===== src/rtl/sysport_pkg.sv =====
package sysport_pkg;

  localparam logic [15:0] A_SPECIAL  = 16'h0092;
  localparam logic [15:0] A_ID_CPU   = 16'h0800;
  localparam logic [15:0] A_ID_FEAT  = 16'h0802;
  localparam logic [15:0] A_ID_STAT  = 16'h0803;
  localparam logic [15:0] A_LIGHT    = 16'h0808;
  localparam logic [15:0] A_EQUIP    = 16'h080C;
  localparam logic [15:0] A_LOCK_A   = 16'h0810;
  localparam logic [15:0] A_LOCK_B   = 16'h0812;
  localparam logic [15:0] A_INVAL    = 16'h0814;
  localparam logic [15:0] A_KEY      = 16'h0818;
  localparam logic [15:0] A_CTL      = 16'h081C;
  localparam logic [15:0] A_L2       = 16'h0823;
  localparam logic [15:0] A_MAP      = 16'h0850;

  localparam logic [7:0] V_ID_CPU  = 8'hEF;
  localparam logic [7:0] V_ID_FEAT = 8'hAD;
  localparam logic [7:0] V_ID_STAT = 8'hE0;
  localparam logic [7:0] V_EQUIP   = 8'h3C;
  localparam logic [7:0] V_EXTFEAT = 8'h39;
  localparam logic [7:0] V_KEY     = 8'h00;
  localparam logic [7:0] V_L2      = 8'h03;
  localparam logic [7:0] V_UNMAP   = 8'hFF;

  typedef enum logic [3:0] {
    PK_NONE, PK_SPECIAL, PK_ID_CPU, PK_ID_FEAT, PK_ID_STAT, PK_LIGHT,
    PK_EQUIP, PK_LOCK_A, PK_LOCK_B, PK_INVAL, PK_KEY, PK_CTL, PK_L2,
    PK_MAP, PK_SCRATCH
  } port_kind_e;

endpackage


===== src/rtl/sysport_decode.sv =====
module sysport_decode
  import sysport_pkg::*;
#(
  parameter int ADDR_W   = 16,
  parameter int SCR_N    = 2,
  parameter int SCR_BASE = 16'h0398,
  localparam int SCR_IW  = (SCR_N > 1) ? $clog2(SCR_N) : 1
) (
  input  logic [ADDR_W-1:0] addr,
  output port_kind_e        kind,
  output logic [SCR_IW-1:0] scr_idx
);

  logic [ADDR_W-1:0] scr_off;

  always_comb begin
    scr_off = addr - ADDR_W'(SCR_BASE);
    scr_idx = scr_off[SCR_IW-1:0];
    kind    = PK_NONE;
    if (scr_off < ADDR_W'(SCR_N))        kind = PK_SCRATCH;
    else if (addr == ADDR_W'(A_SPECIAL)) kind = PK_SPECIAL;
    else if (addr == ADDR_W'(A_ID_CPU))  kind = PK_ID_CPU;
    else if (addr == ADDR_W'(A_ID_FEAT)) kind = PK_ID_FEAT;
    else if (addr == ADDR_W'(A_ID_STAT)) kind = PK_ID_STAT;
    else if (addr == ADDR_W'(A_LIGHT))   kind = PK_LIGHT;
    else if (addr == ADDR_W'(A_EQUIP))   kind = PK_EQUIP;
    else if (addr == ADDR_W'(A_LOCK_A))  kind = PK_LOCK_A;
    else if (addr == ADDR_W'(A_LOCK_B))  kind = PK_LOCK_B;
    else if (addr == ADDR_W'(A_INVAL))   kind = PK_INVAL;
    else if (addr == ADDR_W'(A_KEY))     kind = PK_KEY;
    else if (addr == ADDR_W'(A_CTL))     kind = PK_CTL;
    else if (addr == ADDR_W'(A_L2))      kind = PK_L2;
    else if (addr == ADDR_W'(A_MAP))     kind = PK_MAP;
  end

endmodule


===== src/rtl/sysport_ctrl.sv =====
module sysport_ctrl
  import sysport_pkg::*;
#(
  parameter int CTL_W = 4
) (
  input  logic             clk,
  input  logic             rst,
  input  logic             wr_en,
  input  port_kind_e       kind,
  input  logic [CTL_W-1:0] wbits,
  output logic             endian_le,
  output logic             map_noncontig,
  output logic             disk_light,
  output logic [CTL_W-1:0] ctl_val,
  output logic             soft_rst_req,
  output logic             lock_tog_a,
  output logic             lock_tog_b,
  output logic             cache_inval
);

  always_ff @(posedge clk) begin
    if (rst) begin
      endian_le     <= 1'b0;
      map_noncontig <= 1'b0;
      disk_light    <= 1'b0;
      ctl_val       <= '0;
      soft_rst_req  <= 1'b0;
      lock_tog_a    <= 1'b0;
      lock_tog_b    <= 1'b0;
      cache_inval   <= 1'b0;
    end else begin
      soft_rst_req <= 1'b0;
      lock_tog_a   <= 1'b0;
      lock_tog_b   <= 1'b0;
      cache_inval  <= 1'b0;
      if (wr_en) begin
        case (kind)
          PK_SPECIAL: begin
            endian_le    <= wbits[1];
            soft_rst_req <= wbits[0];
          end
          PK_LIGHT:  disk_light    <= wbits[0];
          PK_CTL:    ctl_val       <= wbits;
          PK_MAP:    map_noncontig <= wbits[0];
          PK_LOCK_A: lock_tog_a    <= 1'b1;
          PK_LOCK_B: lock_tog_b    <= 1'b1;
          PK_INVAL:  cache_inval   <= 1'b1;
          default:   ;
        endcase
      end
    end
  end


  strobes_onehot_chk: assert property (@(posedge clk) disable iff (rst)
    $onehot0({soft_rst_req, lock_tog_a, lock_tog_b, cache_inval}));


  endian_hold_chk: assert property (@(posedge clk) disable iff (rst)
    !wr_en |=> $stable(endian_le));


  map_hold_chk: assert property (@(posedge clk) disable iff (rst)
    !wr_en |=> $stable(map_noncontig));

endmodule


===== src/rtl/sysport_scratch.sv =====
module sysport_scratch #(
  parameter int DATA_W = 8,
  parameter int SCR_N  = 2,
  localparam int SCR_IW = (SCR_N > 1) ? $clog2(SCR_N) : 1
) (
  input  logic              clk,
  input  logic              we,
  input  logic [SCR_IW-1:0] idx,
  input  logic [DATA_W-1:0] wdata,
  output logic [DATA_W-1:0] rdata
);

  logic [DATA_W-1:0] cells [SCR_N];

  always_ff @(posedge clk) begin
    if (we) cells[idx] <= wdata;
  end

  assign rdata = cells[idx];

endmodule


===== src/rtl/sysport_regs.sv =====
module sysport_regs
  import sysport_pkg::*;
#(
  parameter int ADDR_W   = 16,
  parameter int DATA_W   = 8,
  parameter int CTL_W    = 4,
  parameter int SCR_N    = 2,
  parameter int SCR_BASE = 16'h0398
) (
  input  logic              clk,
  input  logic              rst,
  input  logic [ADDR_W-1:0] port_addr,
  input  logic [DATA_W-1:0] port_wdata,
  input  logic              port_wr,
  input  logic              port_rd,
  output logic [DATA_W-1:0] port_rdata,
  output logic              endian_le,
  output logic              map_noncontig,
  output logic              disk_light,
  output logic              soft_rst_req,
  output logic              lock_tog_a,
  output logic              lock_tog_b,
  output logic              cache_inval
);

  localparam int SCR_IW = (SCR_N > 1) ? $clog2(SCR_N) : 1;

  port_kind_e        kind;
  logic [SCR_IW-1:0] scr_idx;
  logic [CTL_W-1:0]  ctl_val;
  logic [DATA_W-1:0] scr_rdata;
  logic [DATA_W-1:0] rd_next;

  sysport_decode #(.ADDR_W(ADDR_W), .SCR_N(SCR_N), .SCR_BASE(SCR_BASE)) u_dec (
    .addr(port_addr), .kind(kind), .scr_idx(scr_idx)
  );

  sysport_ctrl #(.CTL_W(CTL_W)) u_ctrl (
    .clk(clk), .rst(rst), .wr_en(port_wr), .kind(kind),
    .wbits(port_wdata[CTL_W-1:0]),
    .endian_le(endian_le), .map_noncontig(map_noncontig),
    .disk_light(disk_light), .ctl_val(ctl_val),
    .soft_rst_req(soft_rst_req), .lock_tog_a(lock_tog_a),
    .lock_tog_b(lock_tog_b), .cache_inval(cache_inval)
  );

  sysport_scratch #(.DATA_W(DATA_W), .SCR_N(SCR_N)) u_scr (
    .clk(clk), .we(port_wr && (kind == PK_SCRATCH)), .idx(scr_idx),
    .wdata(port_wdata), .rdata(scr_rdata)
  );

  always_comb begin
    case (kind)
      PK_SPECIAL: rd_next = '0;
      PK_ID_CPU:  rd_next = DATA_W'(V_ID_CPU);
      PK_ID_FEAT: rd_next = DATA_W'(V_ID_FEAT);
      PK_ID_STAT: rd_next = DATA_W'(V_ID_STAT);
      PK_EQUIP:   rd_next = DATA_W'(V_EQUIP);
      PK_LOCK_A:  rd_next = DATA_W'(V_EXTFEAT);
      PK_KEY:     rd_next = DATA_W'(V_KEY);
      PK_L2:      rd_next = DATA_W'(V_L2);
      PK_CTL:     rd_next = DATA_W'(ctl_val);
      PK_MAP:     rd_next = DATA_W'(map_noncontig);
      PK_SCRATCH: rd_next = scr_rdata;
      default:    rd_next = DATA_W'(V_UNMAP);
    endcase
  end

  always_ff @(posedge clk) begin
    if (rst)          port_rdata <= '0;
    else if (port_rd) port_rdata <= rd_next;
  end


  ctl_upper_zero_chk: assert property (@(posedge clk) disable iff (rst)
    (port_rd && port_addr == ADDR_W'(A_CTL)) |=> (port_rdata[DATA_W-1:CTL_W] == '0));


  unmapped_ff_chk: assert property (@(posedge clk) disable iff (rst)
    (port_rd && kind == PK_NONE) |=> (port_rdata == DATA_W'(V_UNMAP)));


  cpu_id_chk: assert property (@(posedge clk) disable iff (rst)
    (port_rd && port_addr == ADDR_W'(A_ID_CPU)) |=> (port_rdata == DATA_W'(V_ID_CPU)));


  rdata_hold_chk: assert property (@(posedge clk) disable iff (rst)
    !port_rd |=> $stable(port_rdata));

endmodule


===== config.mk =====
export PLATFORM = sky130hd
export DESIGN_NAME = sysport_regs
export DESIGN_NICKNAME = d
export VERILOG_FILES = /design/src/rtl/sysport_pkg.sv /design/src/rtl/sysport_decode.sv /design/src/rtl/sysport_ctrl.sv /design/src/rtl/sysport_scratch.sv /design/src/rtl/sysport_regs.sv
export SDC_FILE = /design/constraint.sdc
export NUM_CORES = 1
export LEC_CHECK = 0
export ABC_AREA = 0
export BUFFER_PORTS_ARGS = -buffer_cell sky130_fd_sc_hd__buf_2
export CAP_MARGIN = 10
export CORE_ASPECT_RATIO = 0.75
export CORE_MARGIN = 8
export CORE_UTILIZATION = 49
export DETAILED_ROUTE_END_ITERATION = 6
export PLACE_DENSITY = 0.82
export SLEW_MARGIN = 20
export SYNTH_ARGS = -nofsm -noshare
export SYNTH_HDL_FRONTEND = slang
export SYNTH_SLANG_ARGS = --single-unit

===== constraint.sdc =====
create_clock -name clk -period 2.2 [get_ports clk]
set_input_delay 0.11 -clock clk [delete_from_list [all_inputs] [get_ports clk]]
set_output_delay 0.11 -clock clk [all_outputs]
set_load 0.05 [all_outputs]

==> out/metrics.cfg, run 1 <==
[logic_synthesis]
syn_area_per_cell_sq_um = 9.770
async_flop_share_pct = 0
synthCells = 209
synth_flop_cell = dfxtp_1
syn-num-nets = 238
ys_ff_latch = 35
syn_area_sq_mm = 0.002042
yosysUniqueCellTypes = 59
synth_top_area_share_pct = 23.53
synth_edf_count = 16
ys_seq_area_share_pct = 42.16
synthTopCellsByArea = edfxtp_1 (24%), dfxtp_1 (19%), mux2i_1 (3.9%), nor2_1 (3.3%), mux2_2 (3.3%)
yosysWarnings = 0
synth_top_area_cell = edfxtp_1

[clocking]
clock_tree.root_cell = clkbuf_8
cts_buffers = 5
cts_max_level = 2
cts_buffer_depth = 2
post_cts_buffers = 0
cts_sinks = 35
clk_pin_slew_ps = 70
clk_latency_ps = 290
cts_resized = 0
cts_tree = yes
postCtsHoldBufs = 2

[timing]
finalSetupViolCount = 0
slew_viol_final = 0
final.setup.tns_ps = 0
fin_crit_ps = 1820
tightest_slew_ps = 443.2
hold_violations = 0
fin_crit_sh_pct = 82.72
rsz0062_at_grt = false
fmax_mhz = 549.5
fin_skew_ps = 4.257
slew_headroom_pct = 70.38
worst_slack_ps = 380.2

[grt]
grt_pass1_wl_microns = 9114
grt_usage_pct = 17.29
grt_pass1_vias = 1862
antenna_found_initial = 0
grt_max_degree = 20
grt-ovfl-total = 0

[power]
ir_drop_v = 0.0004136
cellPowerDensity_mw_per_mm2 = 595.2
p_leak_nw = 1.033

[outcome]
outcome = complete, no violations

[hold_path]
worstHoldPathCells = 1
hp-class = input pin to register

[critical_path]
cp-end-kind = register
startpoint_type = input pin
worstRegToRegCells = 4
arrival_ps = 1980
required_ps = 2360
critical_path_class = input pin to register
crit_fanout = 6
ff2ff_setup_slack_ps = 750

[drt]
first_iter_violations = 247
first_pass_iters = 5
wirelength_met1_microns = 2581
ant_nets = 0
wl_microns = 5458
drc = 0
route.met2.wl_microns = 2333
top_layer_used = met4
routed-wl-met3_microns = 532
viasPerCell = 5.868
wl_per_cell_microns = 17.22
via_count = 1860

[placement]
placed_cells = 307
placed_area_sq_mm = 0.002387
dp_slack_ps = 138.1
port_buffers = 42
routabilityCongestion = 0.9238
hpwl_microns = 4160

[final_layout]
stdcell_area_sq_mm = 0.002520
nNetsFinal = 290
fin_util_pct = 62.55
syn_to_final_growth_pct = 23.41
layout-drive-gt1-share_pct = 32.82
antenna_cells = 0
finalNonFillerCells = 317

[floorplanning]
rows = 20
die_x_microns = 90.54
die-area_sq_mm = 0.006510
coreArea_sq_mm = 0.004029
ios = 43
fp.dieH_microns = 71.91
start_util_pct = 50.68

[run]
drv_cap = 0

==> placed cells by master, fill, tap and decap left out, drive strengths merged, types with 7 or more instances in the layout <==
| cell | n |
|---|---|
| mux2i | 8 |
| a211oi | 7 |
| nor2 | 18 |
| a21oi | 12 |
| o21ai | 8 |
| buf | 58 |
| edfxtp | 16 |
| nand3 | 9 |
| dfxtp | 19 |
==> state kept, by name, indices dropped and copies added (netlist names) <==
name / cells
u_ctrl.soft_rst_req: 1
u_ctrl.map_noncontig: 1
u_ctrl.disk_light: 1
u_ctrl.cache_inval: 1
u_ctrl.ctl_val: 4
u_ctrl.lock_tog_a: 1
u_ctrl.lock_tog_b: 1
u_ctrl.endian_le: 1
port_rdata: 8
u_scr.cells: 16
==> final timing paths <==
check,from,endpoint
setup / recovery,port_addr[10],port_rdata[1]$_SDFFE_PP0P_
hold / removal,port_wdata[7],u_scr.cells[0][7]$_DFFE_PP_
setup reg to reg,u_scr.cells[1][0]$_DFFE_PP_,port_rdata[0]$_SDFFE_PP0P_
hold reg to reg,u_ctrl.endian_le$_SDFFE_PP0N_,u_ctrl.endian_le$_SDFFE_PP0N_
==> routing by layer <==
layer	vias up	GRT usage (%)
met2	75	24.17
met5	-	0
met3	2	4.948
met1	872	24.55
li1	911	-
met4	0	6.066
==> worst max-delay path: stages <==
cell	delay (ps)
buf_2	130
nor4_4	400
nand4_1	310
o22ai_2	390
nor2_1	140
a211oi_1	380
a31oi_1	130
==> cells by family (layout without fill, tap and decap cells) <==
kind of cell               after synthesis  count (layout)  synth area share [%]
adders and majority gates                1               1                0.6126
AOI/OAI and AO/OA                       57              57                 20.53
xor gates and xnor gates                 2               2                0.8580
muxes                                   14              14                 7.230
DFF                                     35              35                 42.16
buffers and inverters                   20              73                 4.167
and+or+nand+nor                         80              80                 24.45
==> Yosys cell counts (all sizes together), types with 2 or more instances <==
| cell | count |
|---|---|
| nand3 | 9 |
| and2 | 4 |
| nor3 | 6 |
| nor2 | 18 |
| mux2 | 6 |
| o21ai | 8 |
| nor4 | 4 |
| dfxtp | 19 |
| buf | 8 |
| nor2b | 4 |
| a31oi | 6 |
| nand2 | 6 |
| o31ai | 2 |
| or3 | 4 |
| o22ai | 2 |
| o21bai | 6 |
| a31o | 2 |
| mux2i | 8 |
| nor3b | 3 |
| a21oi | 12 |
| a32oi | 2 |
| inv | 5 |
| nand4 | 4 |
| and3 | 5 |
| a211oi | 7 |
| clkbuf | 7 |
| nor4b | 3 |
| nand3b | 2 |
| edfxtp | 16 |
==> stage by stage <==
step | hold WS (ps) | total power, W
detailed placement | 304.4 | 0.0009333
global route | 0.5843 | 0.001567
CTS | 3.489 | 0.001514
finish | 13.08 | 0.001500
global placement | 302.5 | 0.0009313
floorplan | 208.9 | 0.0008495
==> layout make-up <==
type / instances / area [sq um]
clock buffers: 5 / 68.82
clock inverters: 3 / 43.79
fillers: 347 / 1509
inverters: 5 / 18.77
multi-input cells: 154 / 1096
flip-flops and latches: 35 / 860.8
well taps: 55 / 68.82
repair buffers: 60 / 362.8
==> power by group <==
| group | leakage [nW] | switching, W | internal, W |
|---|---|---|---|
| clock | 0.0581 | 0.000238 | 0.000337 |
| sequential | 0.299 | 0.00000557 | 0.000689 |
| combinational | 0.675 | 0.000148 | 0.0000824 |
No activity file was read; power rests on OpenSTA's default activity.
==> run 2: changes to the inputs <==
Settings changed: CORE_UTILIZATION 49 to 54, PLACE_DENSITY 0.82 to 0.85.
Clock period 2.2 ns to 1.9 ns, I/O delays scaled along.
==> out/metrics.cfg, run 2 (same netlist as run 1, synthesis figures left out) <==
[final_layout]
final_common_cell = buf_2  ; unchanged
layout_common_cells = buf_2 (42), buf_4 (31), dfxtp_1 (19)  ; was buf_2 (42), dfxtp_1 (19), nor2_1 (18)
seqCellArea_sq_um = 860.8  ; unchanged
finalNonFillerCells = 333  ; was 317
largest_register_ffs = 16  ; unchanged
largest-register = u_scr.cells  ; unchanged
stdcell_area_sq_mm = 0.002666  ; was 0.002520 sq mm
reg.largest.list = u_scr.cells: 16 flops, port_rdata: 8 flops, u_ctrl.ctl_val: 4 flops  ; unchanged
fillers = 274  ; was 347
multi_input_area_sq_mm = 0.001102  ; was 0.001096 sq mm
layout-drive-gt1-share_pct = 36.65  ; was 32.82%
nNetsFinal = 309  ; was 290
antenna_cells = 0  ; unchanged
syn_to_final_growth_pct = 30.58  ; was 23.41%
fin_util_pct = 73.31  ; was 62.55%

[drt]
routed-wl-met3_microns = 711  ; was 532 microns
drc = 0  ; unchanged
ant_nets = 0  ; unchanged
wl_microns = 6052  ; was 5458 microns
via_count = 2067  ; was 1860
first_iter_violations = 329  ; was 247
route.met2.wl_microns = 2529  ; was 2333 microns
top_layer_used = met4  ; unchanged
wirelength_met1_microns = 2602  ; was 2581 microns
wl_per_cell_microns = 18.17  ; was 17.22 microns
first_pass_iters = 6  ; was 5
viasPerCell = 6.207  ; was 5.868

[clocking]
cts_max_level = 2  ; unchanged
cts_sinks = 35  ; unchanged
cts_buffers = 5  ; unchanged
clk_pin_slew_ps = 70  ; about the same
cts_resized = 0  ; unchanged
clk_latency_ps = 300  ; was 290 ps
cts_tree = yes  ; unchanged
cts_buffer_depth = 2  ; unchanged
post_cts_buffers = 0  ; unchanged
postCtsHoldBufs = 5  ; was 2
clock_tree.root_cell = clkbuf_8  ; unchanged

[timing]
hold_slack_ps = 29.12  ; was 13.08 ps
hold_violations = 0  ; unchanged
fin_crit_ps = 1735
fin_crit_sh_pct = 91.33
rsz0062_at_grt = false  ; unchanged
slew_headroom_pct = 67.32  ; was 70.38%
tightest_slew_ps = 485.8  ; was 443.2 ps
slew_viol_final = 0  ; unchanged
fmax_mhz = 576.3
fin_skew_ps = 8.658  ; was 4.257 ps
finalSetupViolCount = 0  ; unchanged

[power]
p_leak_nw = 1.116  ; was 1.033 nW
cellPowerDensity_mw_per_mm2 = 668.6  ; was 595.2 mW/mm^2
fin_total_pwr_w = 0.001783  ; was 0.001500 W
ir_drop_v = 0.0007016  ; was 0.0004136 V

[floorplanning]
die_x_microns = 87.01  ; was 90.54 microns
die-area_sq_mm = 0.006026  ; was 0.006510 sq mm
fp.dieH_microns = 69.26  ; was 71.91 microns
ios = 43  ; unchanged
rows = 19  ; was 20
start_util_pct = 56.14  ; was 50.68%
coreArea_sq_mm = 0.003637  ; was 0.004029 sq mm

[placement]
port_buffers = 42  ; unchanged
placed_area_sq_mm = 0.002490  ; was 0.002387 sq mm
hpwl_microns = 4453  ; was 4160 microns
routabilityCongestion = 0.9683  ; was 0.9238
placed_cells = 319  ; was 307

[critical_path]
required_ps = 2070  ; was 2360 ps
cpMaxStageDelayCell = or4_1  ; was nor4_4
cp-end-kind = register  ; unchanged
critPathCapture = port_rdata[2]$_SDFFE_PP0P_  ; was port_rdata[1]$_SDFFE_PP0P_
critPathLaunch = port_addr[10]  ; unchanged
ff2ff_setup_slack_ps = 430  ; was 750 ps
crit_top_cell = a211oi_2
r2r_start = u_scr.cells[0][0]$_DFFE_PP_  ; was u_scr.cells[1][0]$_DFFE_PP_
reg2reg_to = port_rdata[0]$_SDFFE_PP0P_  ; unchanged
worstRegToRegCells = 4  ; unchanged
critical_path_class = input pin to register  ; unchanged
arrival_ps = 1910  ; was 1980 ps
startpoint_type = input pin  ; unchanged
crit_fanout = 6  ; unchanged
cpPeakStageDelay_ps = 540  ; was 400 ps
crit_chain = buf_2 -> or4_1 -> o22ai_1 -> a211oi_2 -> and2_1 -> buf_4 -> a221oi_1 -> a211oi_2  ; was buf_2 -> nor4_4 -> nand4_1 -> o22ai_2 -> nor2_1 -> a211oi_1 -> a31oi_1

[hold_path]
hp-class = input pin to register  ; unchanged
worstHoldPathCells = 1  ; unchanged

[grt]
antenna_found_initial = 0  ; unchanged
grt-ovfl-total = 0  ; unchanged
grt_pass1_vias = 1945  ; was 1862
grt_usage_pct = 20.21  ; was 17.29%
grt_pass1_wl_microns = 9660  ; was 9114 microns
grt_max_degree = 19  ; was 20

[run]
drv_cap = 0  ; unchanged

[outcome]
outcome = complete, no violations  ; unchanged

[run 2: cell type report]
class	count	share of cell area (%)
inverters	5	0.7039
repair buffers	79	18.86
multi-input cells	154	41.34
clock inverters	3	1.783
flip-flops and latches	35	32.29
clock buffers	5	2.581
well taps	52	2.440
[run 2: per-layer routing]
metal,vias up,track usage (%)
li1,945,-
met1,955,27.67
met2,138,27.64
met3,29,6.864
met4,0,8.952
met5,-,0
[run 2: worst max-delay path, delay by kind of cell]
kind / cells / cell delay [ps]
AND/OR/NAND/NOR: 2 / 730
AO/OA/AOI/OAI: 4 / 790
buffers and inverters: 2 / 290
[run 2: metrics by stage]
stage / setup TNS [ps] / worst slack, ps
6_report: 0 / 164.7
5_1_grt: 0 / 72.74
4_1_cts: 0 / 203.1
3_5_place_dp: -1013 / -98.34
3_3_place_gp: -103.3 / -33.19
2_1_floorplan: 0 / 19.56
[run 2: worst min-delay path by stage]
stage | from | end
after global placement | port_wdata[5] | u_scr.cells[1][5]$_DFFE_PP_
after floorplan | port_wdata[0] | u_scr.cells[0][0]$_DFFE_PP_
after global routing | port_wdata[1] | u_scr.cells[1][1]$_DFFE_PP_
after CTS | port_wdata[3] | u_scr.cells[0][3]$_DFFE_PP_
after detailed placement | port_wdata[7] | u_scr.cells[0][7]$_DFFE_PP_
final | port_wdata[1] | u_scr.cells[0][1]$_DFFE_PP_
[run 2: power breakdown]
part,switching [W],internal [W]
clock network,0.000292,0.000397
logic,0.000178,0.000111
registers,0.00000550,0.000798
total,0.000476,0.00131
==> run 3: changes to the inputs <==
Settings changed: REMOVE_ABC_BUFFERS from default to 1.
==> out/metrics.cfg, run 3 (same netlist as run 1, synthesis figures left out) <==
[final_layout]
final_common_cell = buf_2  ; unchanged
largest_register_ffs = 16  ; unchanged
largest-register = u_scr.cells  ; unchanged
reg.largest.list = u_scr.cells: 16 flops, port_rdata: 8 flops, u_ctrl.ctl_val: 4 flops  ; unchanged
syn_to_final_growth_pct = 28.06  ; was 30.58%
layout_common_cells = buf_2 (42), buf_4 (21), dfxtp_1 (19)  ; was buf_2 (42), buf_4 (31), dfxtp_1 (19)
layout-drive-gt1-share_pct = 34.19  ; was 36.65%
antenna_cells = 0  ; unchanged
nNetsFinal = 300  ; was 309

[clocking]
cts_tree = yes  ; unchanged
cts_max_level = 2  ; unchanged
cts_buffers = 5  ; unchanged
post_cts_buffers = 0  ; unchanged
cts_sinks = 35  ; unchanged
clock_tree.root_cell = clkbuf_8  ; unchanged
clk_latency_ps = 290  ; was 300 ps
cts_buffer_depth = 2  ; unchanged
cts_resized = 0  ; unchanged
clk_pin_slew_ps = 80  ; was 70 ps

[power]
power_frac_seq_pct = 45.8  ; was 45.1%
combPwrFrac_pct = 15.5  ; was 16.2%
switching_power_w = 0.0004577  ; was 0.0004762 W
ir_drop_v = 0.0007027  ; was 0.0007016 V
switching_share_pct = 26.10  ; was 26.71%
cellPowerDensity_mw_per_mm2 = 670.6  ; was 668.6 mW/mm^2
p_leak_nw = 1.083  ; was 1.116 nW
power.internal_w = 0.001296  ; was 0.001306 W
fin_total_pwr_w = 0.001754  ; was 0.001783 W
clkPwrFrac_pct = 38.7  ; about the same

[critical_path]
cpMaxStageDelayCell = or4_1  ; unchanged
arrival_ps = 1850  ; was 1910 ps
critical_path_class = input pin to register  ; unchanged
crit_fanout = 6  ; unchanged
cpPeakStageDelay_ps = 510  ; was 540 ps
required_ps = 2070  ; about the same
cp-end-kind = register  ; unchanged
critical-path-top-delay-family = compound AO/OA/AOI/OAI gates  ; unchanged
crit_chain = buf_2 -> or4_1 -> o22ai_1 -> a211oi_2 -> and2_1 -> buf_4 -> a221oi_1 -> a211oi_2  ; unchanged
crit_top_cell = a211oi_2  ; unchanged
startpoint_type = input pin  ; unchanged
crit_buf_inv = 2  ; unchanged

[timing]
worst_slack_ps = 219.4  ; was 164.7 ps
tightest_slew_ps = 600.2  ; was 485.8 ps
fmax_mhz = 595.0  ; was 576.3 MHz
fin_crit_sh_pct = 88.45  ; was 91.33%
slew_headroom_pct = 59.89  ; was 67.32%
rsz0062_at_grt = false  ; unchanged
hold_violations = 0  ; unchanged
fin_skew_ps = 6.622  ; was 8.658 ps
fin_crit_ps = 1681  ; was 1735 ps
slew_viol_final = 0  ; unchanged
finalSetupViolCount = 0  ; unchanged

[run]
drv_cap = 0  ; unchanged

[drt]
first_iter_violations = 306  ; was 329
viasPerCell = 5.941  ; was 6.207
wl_per_cell_microns = 16.79  ; was 18.17 microns
ant_nets = 0  ; unchanged
via_count = 1925  ; was 2067
first_pass_iters = 5  ; was 6
drc = 0  ; unchanged
wl_microns = 5440  ; was 6052 microns

[placement]
routabilityCongestion = 0.9222  ; was 0.9683
dp_slack_ps = -42.54  ; was -98.34 ps
hpwl_microns = 4055  ; was 4453 microns
port_buffers = 42  ; unchanged

[grt]
grt_pass1_wl_microns = 8735  ; was 9660 microns
grt_max_degree = 19  ; unchanged
grt_usage_pct = 18.23  ; was 20.21%
grt-ovfl-total = 0  ; unchanged
antenna_found_initial = 0  ; unchanged
grt_pass1_vias = 1765  ; was 1945

[floorplanning]
coreArea_sq_mm = 0.003637  ; unchanged
fp.dieH_microns = 69.26  ; unchanged
die_x_microns = 87.01  ; unchanged
rows = 19  ; unchanged
ios = 43  ; unchanged
die-area_sq_mm = 0.006026  ; unchanged
start_util_pct = 56.14  ; unchanged

[hold_path]
hp-class = input pin to register  ; unchanged

[outcome]
outcome = complete, no violations  ; unchanged

## run 3: per-stage QoR
step	setup TNS [ps]	std cells	cell area, sq um	hold slack [ps]	util [%]
floorplan	-473.3	194	1976	159.6	-
global placement	-24.17	311	2449	287.7	67.32
detailed placement	-378.0	311	2449	286.1	67.32
CTS	0	323	2605	5.393	71.62
global route	0	324	2615	2.397	71.90
finish	0	324	2615	11.04	71.90
## run 3: power groups by stage
stage	clock (W)	combinational (W)	sequential [W]
finish	0.000679	0.000272	0.000803
global route	0.000725	0.000291	0.000805
CTS	0.000689	0.000266	0.000803
detailed placement	0	0.000258	0.000821
global placement	0	0.000256	0.000820
floorplan	0	0.0000846	0.000863
## run 3: repair_timing
item,in CTS,in global routing
hold buffers,4,1
endpoints found under the hold margin,8,2
setup endpoints to repair,0,0
## run 3: cell type report
class	count	area (sq um)
multi-input cells	154	1096
fillers	275	1022
flip-flops and latches	35	860.8
repair buffers	70	457.9
clock buffers	5	68.82
well taps	52	65.06
clock inverters	3	47.55
inverters	5	18.77
## run 3: worst reg2reg max path: stages (launching register included)
cell and delay (ps):
edfxtp_1 400, mux2_2 290, a311o_1 380, a21oi_1 160, a211oi_2 80
## run 3: path summary, 6_finish.rpt
path                                                      end  depth (start not counted)  slack, ps                     startpoint
worst min-delay path              u_scr.cells[0][3]$_DFFE_PP_                          1         10                  port_wdata[3]
worst max register to register     port_rdata[0]$_SDFFE_PP0P_                          4        460    u_scr.cells[1][0]$_DFFE_PP_
worst min register to register  u_ctrl.endian_le$_SDFFE_PP0N_                          2        460  u_ctrl.endian_le$_SDFFE_PP0N_
worst max-delay path               port_rdata[2]$_SDFFE_PP0P_                          8        220                  port_addr[10]
## run 3: per-layer routing
metal  routed length [microns]  part of all wire, %  global-route usage [%]  up-vias
li1                          -                    -                       -      927
met1                      2473                   45                   25.93      893
met2                      2374                   44                   25.78       97
met3                       554                   10                   5.562        8
met4                        38                 0.70                   4.571        0
met5                         0                    0                       0        -
